`config.mk`:
```
export PLATFORM = sky130hd
export DESIGN_NAME = can_fc_tracker
export DESIGN_NICKNAME = d
export VERILOG_FILES = /design/src/rtl/can_fc_pkg.sv /design/src/rtl/can_fc_prio.sv /design/src/rtl/can_fc_satcnt.sv /design/src/rtl/can_fc_tracker.sv
export SDC_FILE = /design/constraint.sdc
export NUM_CORES = 1
export LEC_CHECK = 0
export ABC_AREA = 1
export BUFFER_PORTS_ARGS = -buffer_cell sky130_fd_sc_hd__buf_2
export CAP_MARGIN = 20
export CORE_ASPECT_RATIO = 1.4
export CORE_UTILIZATION = 48
export DETAILED_ROUTE_END_ITERATION = 10
export PLACE_DENSITY_LB_ADDON = 0.05
export SETUP_SLACK_MARGIN = 0.4
export SYNTH_ARGS = -nofsm -noshare
export SYNTH_HDL_FRONTEND = slang
export SYNTH_SLANG_ARGS = --single-unit
```
`constraint.sdc`:
```
create_clock -name clk -period 1.7 [get_ports clk]
set_input_delay 0.425 -clock clk [delete_from_list [all_inputs] [get_ports clk]]
set_output_delay 0.425 -clock clk [all_outputs]
set_load 0.02 [all_outputs]
```
`src/rtl/can_fc_pkg.sv`:
```
package can_fc_pkg;

    localparam int FLAG_W  = 8;
    localparam int DET_W   = 5;
    localparam int CLS_W   = 3;
    localparam int STEP_W  = 2;

    // flag byte bit positions (decoded by this block)
    localparam int FB_RXWARN = 1;
    localparam int FB_TXWARN = 2;
    localparam int FB_RXPASS = 3;
    localparam int FB_TXPASS = 4;
    localparam int FB_BUSOFF = 5;
    localparam int FB_OVF0   = 6;
    localparam int FB_OVF1   = 7;

    // detail bit positions
    localparam int DT_RXWARN = 0;
    localparam int DT_TXWARN = 1;
    localparam int DT_RXPASS = 2;
    localparam int DT_TXPASS = 3;
    localparam int DT_RXOVF  = 4;

    // class bit positions
    localparam int CL_CTRL    = 0;
    localparam int CL_BUSOFF  = 1;
    localparam int CL_RESTART = 2;

    typedef enum logic [1:0] {
        FC_ACTIVE  = 2'd0,
        FC_WARNING = 2'd1,
        FC_PASSIVE = 2'd2,
        FC_BUSOFF  = 2'd3
    } fc_level_e;

    typedef struct packed {
        fc_level_e          level;
        logic               sleep;
        logic               rst_pend;
        logic               evt_valid;
        logic [CLS_W-1:0]   evt_class;
        logic [DET_W-1:0]   evt_detail;
        logic               clr;
    } fc_regs_t;

endpackage

```
`src/rtl/can_fc_prio.sv`:
```
module can_fc_prio
    import can_fc_pkg::*;
(
    input  logic [FLAG_W-1:0] flags,
    output fc_level_e         level,
    output logic [DET_W-1:0]  detail
);

    logic [DET_W-1:0] cause;

    always_comb begin
        cause = '0;
        level = FC_ACTIVE;
        if (flags[FB_BUSOFF]) begin
            level = FC_BUSOFF;
        end else if (flags[FB_TXPASS]) begin
            level = FC_PASSIVE;
            cause[DT_TXPASS] = 1'b1;
        end else if (flags[FB_RXPASS]) begin
            level = FC_PASSIVE;
            cause[DT_RXPASS] = 1'b1;
        end else if (flags[FB_TXWARN]) begin
            level = FC_WARNING;
            cause[DT_TXWARN] = 1'b1;
        end else if (flags[FB_RXWARN]) begin
            level = FC_WARNING;
            cause[DT_RXWARN] = 1'b1;
        end
        cause[DT_RXOVF] = flags[FB_OVF0] | flags[FB_OVF1];
        detail = cause;
    end

endmodule

```
`src/rtl/can_fc_satcnt.sv`:
```
module can_fc_satcnt #(
    parameter int W      = 8,
    parameter int STEP_W = 2
) (
    input  logic              clk,
    input  logic              rst_n,
    input  logic [STEP_W-1:0] step,
    output logic [W-1:0]      value
);

    localparam int              SUM_W = W + STEP_W;
    localparam logic [SUM_W-1:0] LIMIT = {{STEP_W{1'b0}}, {W{1'b1}}};

    logic [W-1:0]     cnt_d, cnt_q;
    logic [SUM_W-1:0] sum;

    always_comb begin
        sum = {{STEP_W{1'b0}}, cnt_q} + {{W{1'b0}}, step};
        if (sum > LIMIT) begin
            cnt_d = {W{1'b1}};
        end else begin
            cnt_d = sum[W-1:0];
        end
    end

    always_ff @(posedge clk or negedge rst_n) begin
        if (!rst_n) begin
            cnt_q <= '0;
        end else begin
            cnt_q <= cnt_d;
        end
    end

    assign value = cnt_q;

endmodule

```
`src/rtl/can_fc_tracker.sv`:
```
module can_fc_tracker
    import can_fc_pkg::*;
#(
    parameter int CNT_W = 8,
    parameter int OVF_W = 8
) (
    input  logic             clk,
    input  logic             rst_n,
    input  logic             flag_valid,
    input  logic [7:0]       flag_byte,
    input  logic             err_irq,
    input  logic             restart_req,
    input  logic             auto_restart_en,
    output logic [1:0]       bus_state,
    output logic [CNT_W-1:0] warn_cnt,
    output logic [CNT_W-1:0] pass_cnt,
    output logic [OVF_W-1:0] ovf_cnt,
    output logic             evt_valid,
    output logic [2:0]       evt_class,
    output logic [4:0]       evt_detail,
    output logic             sleep_req,
    output logic             flag_clear
);

    fc_regs_t          r_d, r_q;
    fc_level_e         enc_level;
    logic [DET_W-1:0]  enc_detail;
    logic              accept;
    logic [STEP_W-1:0] warn_step, pass_step, ovf_step;

    can_fc_prio u_prio (
        .flags  (flag_byte),
        .level  (enc_level),
        .detail (enc_detail)
    );

    always_comb begin
        r_d           = r_q;
        r_d.evt_valid = 1'b0;
        r_d.clr       = 1'b0;
        warn_step     = '0;
        pass_step     = '0;
        ovf_step      = '0;
        accept        = flag_valid && !r_q.sleep && !restart_req;

        if (restart_req) begin
            r_d.level    = FC_ACTIVE;
            r_d.sleep    = 1'b0;
            r_d.rst_pend = 1'b1;
        end else if (accept) begin
            r_d.level = enc_level;
            r_d.clr   = 1'b1;
            if (r_q.level == FC_ACTIVE && enc_level != FC_ACTIVE) begin
                warn_step = STEP_W'(1);
            end
            if ((r_q.level == FC_ACTIVE || r_q.level == FC_WARNING) &&
                (enc_level == FC_PASSIVE || enc_level == FC_BUSOFF)) begin
                pass_step = STEP_W'(1);
            end
            ovf_step = {1'b0, flag_byte[FB_OVF0]} + {1'b0, flag_byte[FB_OVF1]};
            if (err_irq || r_q.rst_pend) begin
                r_d.evt_valid               = 1'b1;
                r_d.evt_detail              = enc_detail;
                r_d.evt_class               = '0;
                r_d.evt_class[CL_RESTART]   = r_q.rst_pend;
                r_d.evt_class[CL_BUSOFF]    = (enc_level == FC_BUSOFF);
                r_d.evt_class[CL_CTRL]      = |enc_detail;
            end
            r_d.rst_pend = 1'b0;
            r_d.sleep    = (enc_level == FC_BUSOFF) && !auto_restart_en;
        end
    end

    always_ff @(posedge clk or negedge rst_n) begin
        if (!rst_n) begin
            r_q <= '0;
        end else begin
            r_q <= r_d;
        end
    end

    can_fc_satcnt #(.W(CNT_W), .STEP_W(STEP_W)) u_warn_cnt (
        .clk   (clk),
        .rst_n (rst_n),
        .step  (warn_step),
        .value (warn_cnt)
    );

    can_fc_satcnt #(.W(CNT_W), .STEP_W(STEP_W)) u_pass_cnt (
        .clk   (clk),
        .rst_n (rst_n),
        .step  (pass_step),
        .value (pass_cnt)
    );

    can_fc_satcnt #(.W(OVF_W), .STEP_W(STEP_W)) u_ovf_cnt (
        .clk   (clk),
        .rst_n (rst_n),
        .step  (ovf_step),
        .value (ovf_cnt)
    );

    assign bus_state  = r_q.level;
    assign evt_valid  = r_q.evt_valid;
    assign evt_class  = r_q.evt_class;
    assign evt_detail = r_q.evt_detail;
    assign sleep_req  = r_q.sleep;
    assign flag_clear = r_q.clr;

endmodule

```
==> summary.md, run 1 <==
| Metric | Value |
|---|---|
| Placed cell areas | about 2600 sq um |
| CTS tree | built |
| Hold Vio Cnt, Final | 0 |
| Worst-Skew Late Latency | 290 ps |
| GPL Wtd Cong | 0.764 |
| Core area | 4200 sq um |
| Initial antenna violation count | 0 |
| Mapped Area | between 2000 and 2500 sq um |
| Max transition margin | between 70 and 80% |
| I/O pin total | 51 |
| Maximum buffer depth of the clock tree | 2 |
| Yosys synthesis warning count | 0 |
| CTS buffer count | 5 |
| Worst setup EP type | register |
| DR vias | 1904 |
| Final core occ | between 70 and 80% |
| Largest net degree at the start of global routing | 24 |
| Met2 GRT Util | 40.9% |
| Yosys top cell by area | dfrtp_1 |
| Layout cells sized above 1 | 44.4% |
| DR pass1 iterations | 7 |
| Cells after Synth | 269 |
| Failing checks | design-rule violations |
| Ant. Diodes | 0 |
| Met3 usage | 3.70% |
| Routed wire length | 4.60 mm |
| Synth top area cells | dfrtp_1 (45%), nand2_1 (16%), inv_1 (8.7%) |
| Seq/Total Area, Yosys | 45.1% |
| DP Cell Count | 368 |
| Commonest non-fill, non-tap cell in the layout | nand2_1 |
| Initial Util | 50.1% |
| Die ar. | 4660 sq um |
| Status | complete, but fails checks |
| Starting DRT DRC Count | 67 |
| DRC violations left | 2 |
| Clk_skew | just over 6 ps |
| Slew @ Worst Pin | 410 ps |
| Clk sink count | 38 |
| GR peak layer | met2 |
| P&R area growth vs syn | 44.9% |
| CP Class | reg -> reg |
| Routed Antenna Nets | 0 |
| WL per Instance | 11.4 um |
| Grt total ovfl | 0 |
| CP Launch Type | register |
| Hold WC Path Type | in -> async |
| GRT Resource Usage Total | 21.7% |
| Worst-path clk slew | 80 ps |
| M1 GR Usage | roughly a quarter |
| Setup TNS | 0 ps |
| Hold Buf Count CTS | 0 |
| H-tree depth | 2 |
| Power density cells | 1300 nW/um^2 |
| Critical path fanouts, max | 8 |
| Yosys reg bits | 38 |
| Die Wd | 58.0 um |
| Min Tclk post-route | 1680 ps |
| Cell variety after synth | 20 |
| Worst setup margin | 19.8 ps |
| Setup violators final | 0 |
| Fin area | 3060 sq um |
| Max Clk Rate | 595 MHz |
| Peak VDD IR | 747 uV |
| Req. time, crit path | ~1900 ps |
| RSZ-0062 raised after global routing | true |
| DP HPWL | 3.20 mm |
| Worst EP arrival | 1900 ps |
| Leak | 1.67 nW |
| Max Slew Vio Count | 0 |
| Syn Nets | 292 |
| Crit share post-route | 98.8% |
| Root Buffer | clkbuf_8 |
| Most frequent cells in the layout | nand2_1 (81), inv_1 (43), buf_2 (40), buf_4 (38), dfrtp_1 (31) |
| DIE HEIGHT | between 80 and 90 um |
| Max-cap violation count | 0 |
| DR vias/cell | 4.72 |
| Yosys top cell area share | 45.1% |
| Mean Syn Cell Area | 7.84 sq um |
| Nets@finish | 380 |
| # port buffers | 49 |
| Vias in the first global route | 1868 |
| Place WS | -279 ps |
| R2r worst-path depth | 11 |
| Layout Cells excl Fill | 403 |
| Rows | 28 |
| First-pass GRT wire length | 7.78 mm |
==> metal layers <==
layer | wire length (um) | vias up
li1 | - | 983
met5 | 0 | -
met3 | 146 | 6
met4 | 66 | 0
met2 | 2530 | 32
met1 | 1850 | 883
==> state kept, by name, summed over array words and instances (netlist names) <==
register,count
sleep_req,1
u_ovf_cnt.value,8
bus_state,2
flag_clear,1
evt_class,3
u_warn_cnt.value,8
evt_valid,1
u_pass_cnt.value,8
evt_detail,5
r_q,1
==> through the flow <==
stage	power (mW)	hold slack (ps)
after floorplan	2.44	129
after global placement	2.84	380
after detailed placement	2.89	383
after CTS	3.83	72.9
after global routing	4.26	79.1
final	3.97	58.2
==> power breakdown <==
part / switching [mW] / internal, mW / leakage, nW
Clock: 0.309 / 0.327 / 0.0482
Combinational: 1.14 / 0.826 / 1.18
Sequential: 0.188 / 1.18 / 0.442
==> synthesized netlist by cell type <==
master and number:
nand2_1 90, inv_2 1, nor2_1 25, o21bai_1 1, o21ai_0 11, nor2_4 4, nand2_2 2, nand3_1 13
o21ai_1 3, nand4_1 2, ha_1 8, dfrtp_1 38, a21oi_4 1, buf_4 10, fa_1 1, o21ai_2 3
a21oi_1 1, nand3_2 3, nand3_4 3, inv_1 49
==> worst paths after layout <==
| check | start | to | slack, ps |
|---|---|---|---|
| setup / recovery | sleep_req | u_pass_cnt.value[4] | 20 |
| hold / removal | rst_n | u_pass_cnt.value[6] | 60 |
| setup reg to reg | sleep_req | u_pass_cnt.value[4] | 20 |
| hold reg to reg | evt_class[0] | evt_class[0] | 480 |
| max in group asynchronous | rst_n | u_ovf_cnt.value[1] | 1160 |
| min in group clk | auto_restart_en | sleep_req | 410 |
==> cell families (layout without fill, tap and decap cells) <==
family / Yosys count / count (layout) / synth area share [%]
flops: 38 / 38 / 45.1
simple gates: 142 / 142 / 30.8
fa+ha+maj: 9 / 9 / 5.70
compound gates: 20 / 20 / 5.93
buf+inv: 60 / 149 / 12.5
==> cell type report <==
| class | instances | area (sq um) |
|---|---|---|
| Inverter | 50 | 203 |
| Clock buffer | 7 | 86.3 |
| Tap cell | 45 | 56.3 |
| Multi-Input combinational cell | 171 | 1100 |
| Sequential cell | 38 | 960 |
| Fill cell | 324 | 1150 |
| Clock inverter | 1 | 5.00 |
| Timing Repair Buffer | 91 | 641 |
==> repair_timing <==
action / 4_1_cts / 5_1_grt
gates resized for setup: 31 / 27
setup endpoints to repair: 39 / 33
pin swaps: 23 / 15
endpoints found under the hold margin: 0 / 0
buffers inserted: 21 / 6
cloned: 0 / 0
==> critical path: stages, from the launching register on <==
cell and delay (ps):
dfrtp_2 430, inv_4 80, nand2_4 50, nor2_4 90, nand2_2 80, nor2_4 100, ha_4 150, ha_4 140
nand3_4 70, nor2_4 150, nand3_4 170, o21ai_2 100
(Power assumes the default switching activity.)
==> run 2: changes to the inputs <==
--- a/config.mk
+++ b/config.mk
@@ -10,8 +10,9 @@
 export CAP_MARGIN = 20
 export CORE_ASPECT_RATIO = 1.4
 export CORE_UTILIZATION = 48
+export CTS_BUF_LIST = sky130_fd_sc_hd__clkbuf_4 sky130_fd_sc_hd__clkbuf_8 sky130_fd_sc_hd__clkbuf_16
 export DETAILED_ROUTE_END_ITERATION = 10
-export PLACE_DENSITY_LB_ADDON = 0.05
+export PLACE_DENSITY = 0.76
 export SETUP_SLACK_MARGIN = 0.4
 export SYNTH_ARGS = -nofsm -noshare
 export SYNTH_HDL_FRONTEND = slang
==> run 2 against run 1 <==
Compared with the run above:
- the flow finishes with violations (design-rule violations, negative setup slack)
- worst hold slack better by 2.0 ps
- clock power down 8.9%
- critical path depth down 1
- sequential power about the same
- non-clock buffer count down 8
- global-route usage down 0.60 points
- cell count down 2.2%
- via count down 1.3%
- setup slack worse by 67 ps
- wire length down 3.0%
==> summary.md, run 2 (synthesis gave the netlist of run 1 again) <==
| Metric | Value |
|---|---|
| Min Tclk post-route | 1750 ps (+67.3 ps) |
| Slowest CP cell | dfrtp_2 |
| Max Slew Vio Count | 0 (unchanged) |
| CTS buffer count | 5 (unchanged) |
| Initial Util | 50.1% (unchanged) |
| Setup violators final | 13 (+13) |
| GPL Wtd Cong | 0.773 (+1.3%) |
| Max Clk Rate | 572 MHz (-3.9%) |
| DR pass1 iterations | 7 (unchanged) |
| DR vias | 1880 (-1.3%) |
| Leak | 1.62 nW (-3.0%) |
| R2r worst-path depth | 10 (-1) |
| Hold Buf Count CTS | 0 (unchanged) |
| Ant. Diodes | 0 (unchanged) |
| Clk sink count | 38 (unchanged) |
| DP Cell Count | 366 (-0.54%) |
| Critical path fanouts, max | 7 (-1) |
| Die ar. | 4660 sq um (unchanged) |
| Layout Cells excl Fill | 394 (-2.2%) |
| CP Class | reg -> reg |
| Routed wire length | 4.46 mm (-3.0%) |
| H-tree depth | 2 (unchanged) |
| WL per Instance | 11.3 um (-0.83%) |
| Grt total ovfl | 0 (unchanged) |
| Worst-Skew Late Latency | 290 ps (about the same) |
| CTS tree | built |
| Peak VDD IR | 692 uV (-7.4%) |
| Hold WC Path Type | in -> async |
| Starting DRT DRC Count | 48 (-28%) |
| First-pass GRT wire length | 7.38 mm (-5.2%) |
| Vias in the first global route | 1832 (-1.9%) |
| DRC violations left | 6 (+4) |
| DP HPWL | 3.18 mm (-0.76%) |
| Maximum buffer depth of the clock tree | 2 (unchanged) |
| Nets@finish | 372 (-2.1%) |
| Status | complete, but fails checks |
| Worst-path clk slew | 70 ps (about the same) |
| CP peak stage delay | 410 ps (-20 ps) |
| Initial antenna violation count | 0 (unchanged) |
| Worst-path cell chain | inv_2 > buf_4 > nand3_4 > nor2_4 > ha_4 > fa_2 > nand2_4 > nor2_4 > nand3_4 > o21ai_1 |
| I/O pin total | 51 (unchanged) |
| Largest net degree at the start of global routing | 24 (unchanged) |
| GRT Resource Usage Total | 21.1% (-0.60 points) |
| Die Wd | 58.0 um (unchanged) |
| Hold Vio Cnt, Final | 0 (unchanged) |
| Power density cells | 1290 nW/um^2 (-0.27%) |
| Max-cap violation count | 0 (unchanged) |
| Slew @ Worst Pin | 421 ps (+10.8 ps) |
| Crit share post-route | 103% (+4.0 points) |
| DR vias/cell | 4.77 (+0.99%) |
| Worst setup margin | -47.5 ps (-67.3 ps) |
| Clk_skew | 8.27 ps (+2.19 ps) |
| Worst EP arrival | 1960 ps (+60 ps) |
| Failing checks | design-rule violations, negative setup slack |
| RSZ-0062 raised after global routing | true |
| Worst setup EP type | register |
| Commonest non-fill, non-tap cell in the layout | nand2_1 |
| Req. time, crit path | 1910 ps (about the same) |
| Min Hold Slack | 60.1 ps (+1.97 ps) |
| Most frequent cells in the layout | nand2_1 (82), inv_1 (44), buf_2 (41), dfrtp_1 (33), buf_4 (33) |
| Rows | 28 (unchanged) |
| # port buffers | 49 (unchanged) |
| DIE HEIGHT | 80.4 um (unchanged) |
| Root Buffer | clkbuf_8 |
| Max transition margin | 72.0% (-0.72 points) |
| P&R area growth vs syn | 38.8% |
| CP Launch Type | register |
| Core area | 4200 sq um (unchanged) |
| Routed Antenna Nets | 0 (unchanged) |
| Layout cells sized above 1 | 41.5% (-2.9 points) |
[run 2: changes by cell type in the layout (fill, tap and decap cells not counted), sizes merged]
cell,previous run,this run
buf,91,83
clkinv,1,2
clkbuf,7,5
[run 2: final timing paths]
check                                start             endpoint  slack (ps)
setup / recovery                 sleep_req   u_ovf_cnt.value[2]         -50
hold / removal                       rst_n            evt_valid          60
setup reg to reg                 sleep_req   u_ovf_cnt.value[2]         -50
hold reg to reg              evt_detail[0]        evt_detail[0]         480
max in group asynchronous            rst_n  u_pass_cnt.value[3]        1170
min in group clk           auto_restart_en            sleep_req         430
[run 2: final cells by class]
type	instances	area (sq um)
Clock buffer	5	68.8
Clock inverter	2	10.0
Fill cell	353	1280
Inverter	50	203
Multi-Input combinational cell	171	1060
Sequential cell	38	957
Tap cell	45	56.3
Timing Repair Buffer	83	571
[run 2: where the power goes]
group          internal [mW]  total [mW]  switching, mW
Clock                  0.275       0.580          0.305
Sequential              1.17        1.38          0.212
Combinational          0.745        1.83           1.08
Total                   2.19        3.79           1.60
[run 2: per-stage QoR]
| stage | TNS [ps] | utilization [%] | power (mW) | cell area, sq um | worst slack, ps |
|---|---|---|---|---|---|
| after floorplan | -413 | - | 2.44 | 2210 | -59.9 |
| after global placement | -3010 | 60.6 | 2.83 | 2550 | -248 |
| after detailed placement | -3660 | 60.6 | 2.89 | 2550 | -286 |
| after CTS | -31.3 | 67.2 | 3.70 | 2820 | -16.4 |
| after global routing | -2740 | 69.6 | 4.09 | 2930 | -152 |
| final | -151 | 69.6 | 3.79 | 2930 | -47.5 |
[run 2: timing repair]
item	CTS	global route
pin swaps	22	14
buffers inserted	16	5
endpoints found under the setup margin	41	32
gates resized for setup	26	20
[run 2: critical path: cells and delay by family (launching register included)]
kind            cells  cell delay, ps
compound gates      1             110
simple gates        5             580
flops               1             410
fa+ha+maj           2             380
buf+inv             2             200
[run 2: routing by layer]
layer	GRT usage [%]	routed length [um]	share of wire (%)	vias up
met1	21.4	1750	39	874
met3	3.54	150	3.4	9
met2	40.0	2480	56	35
met4	11.0	82	1.8	0
li1	-	-	-	962
met5	0	0	0	-
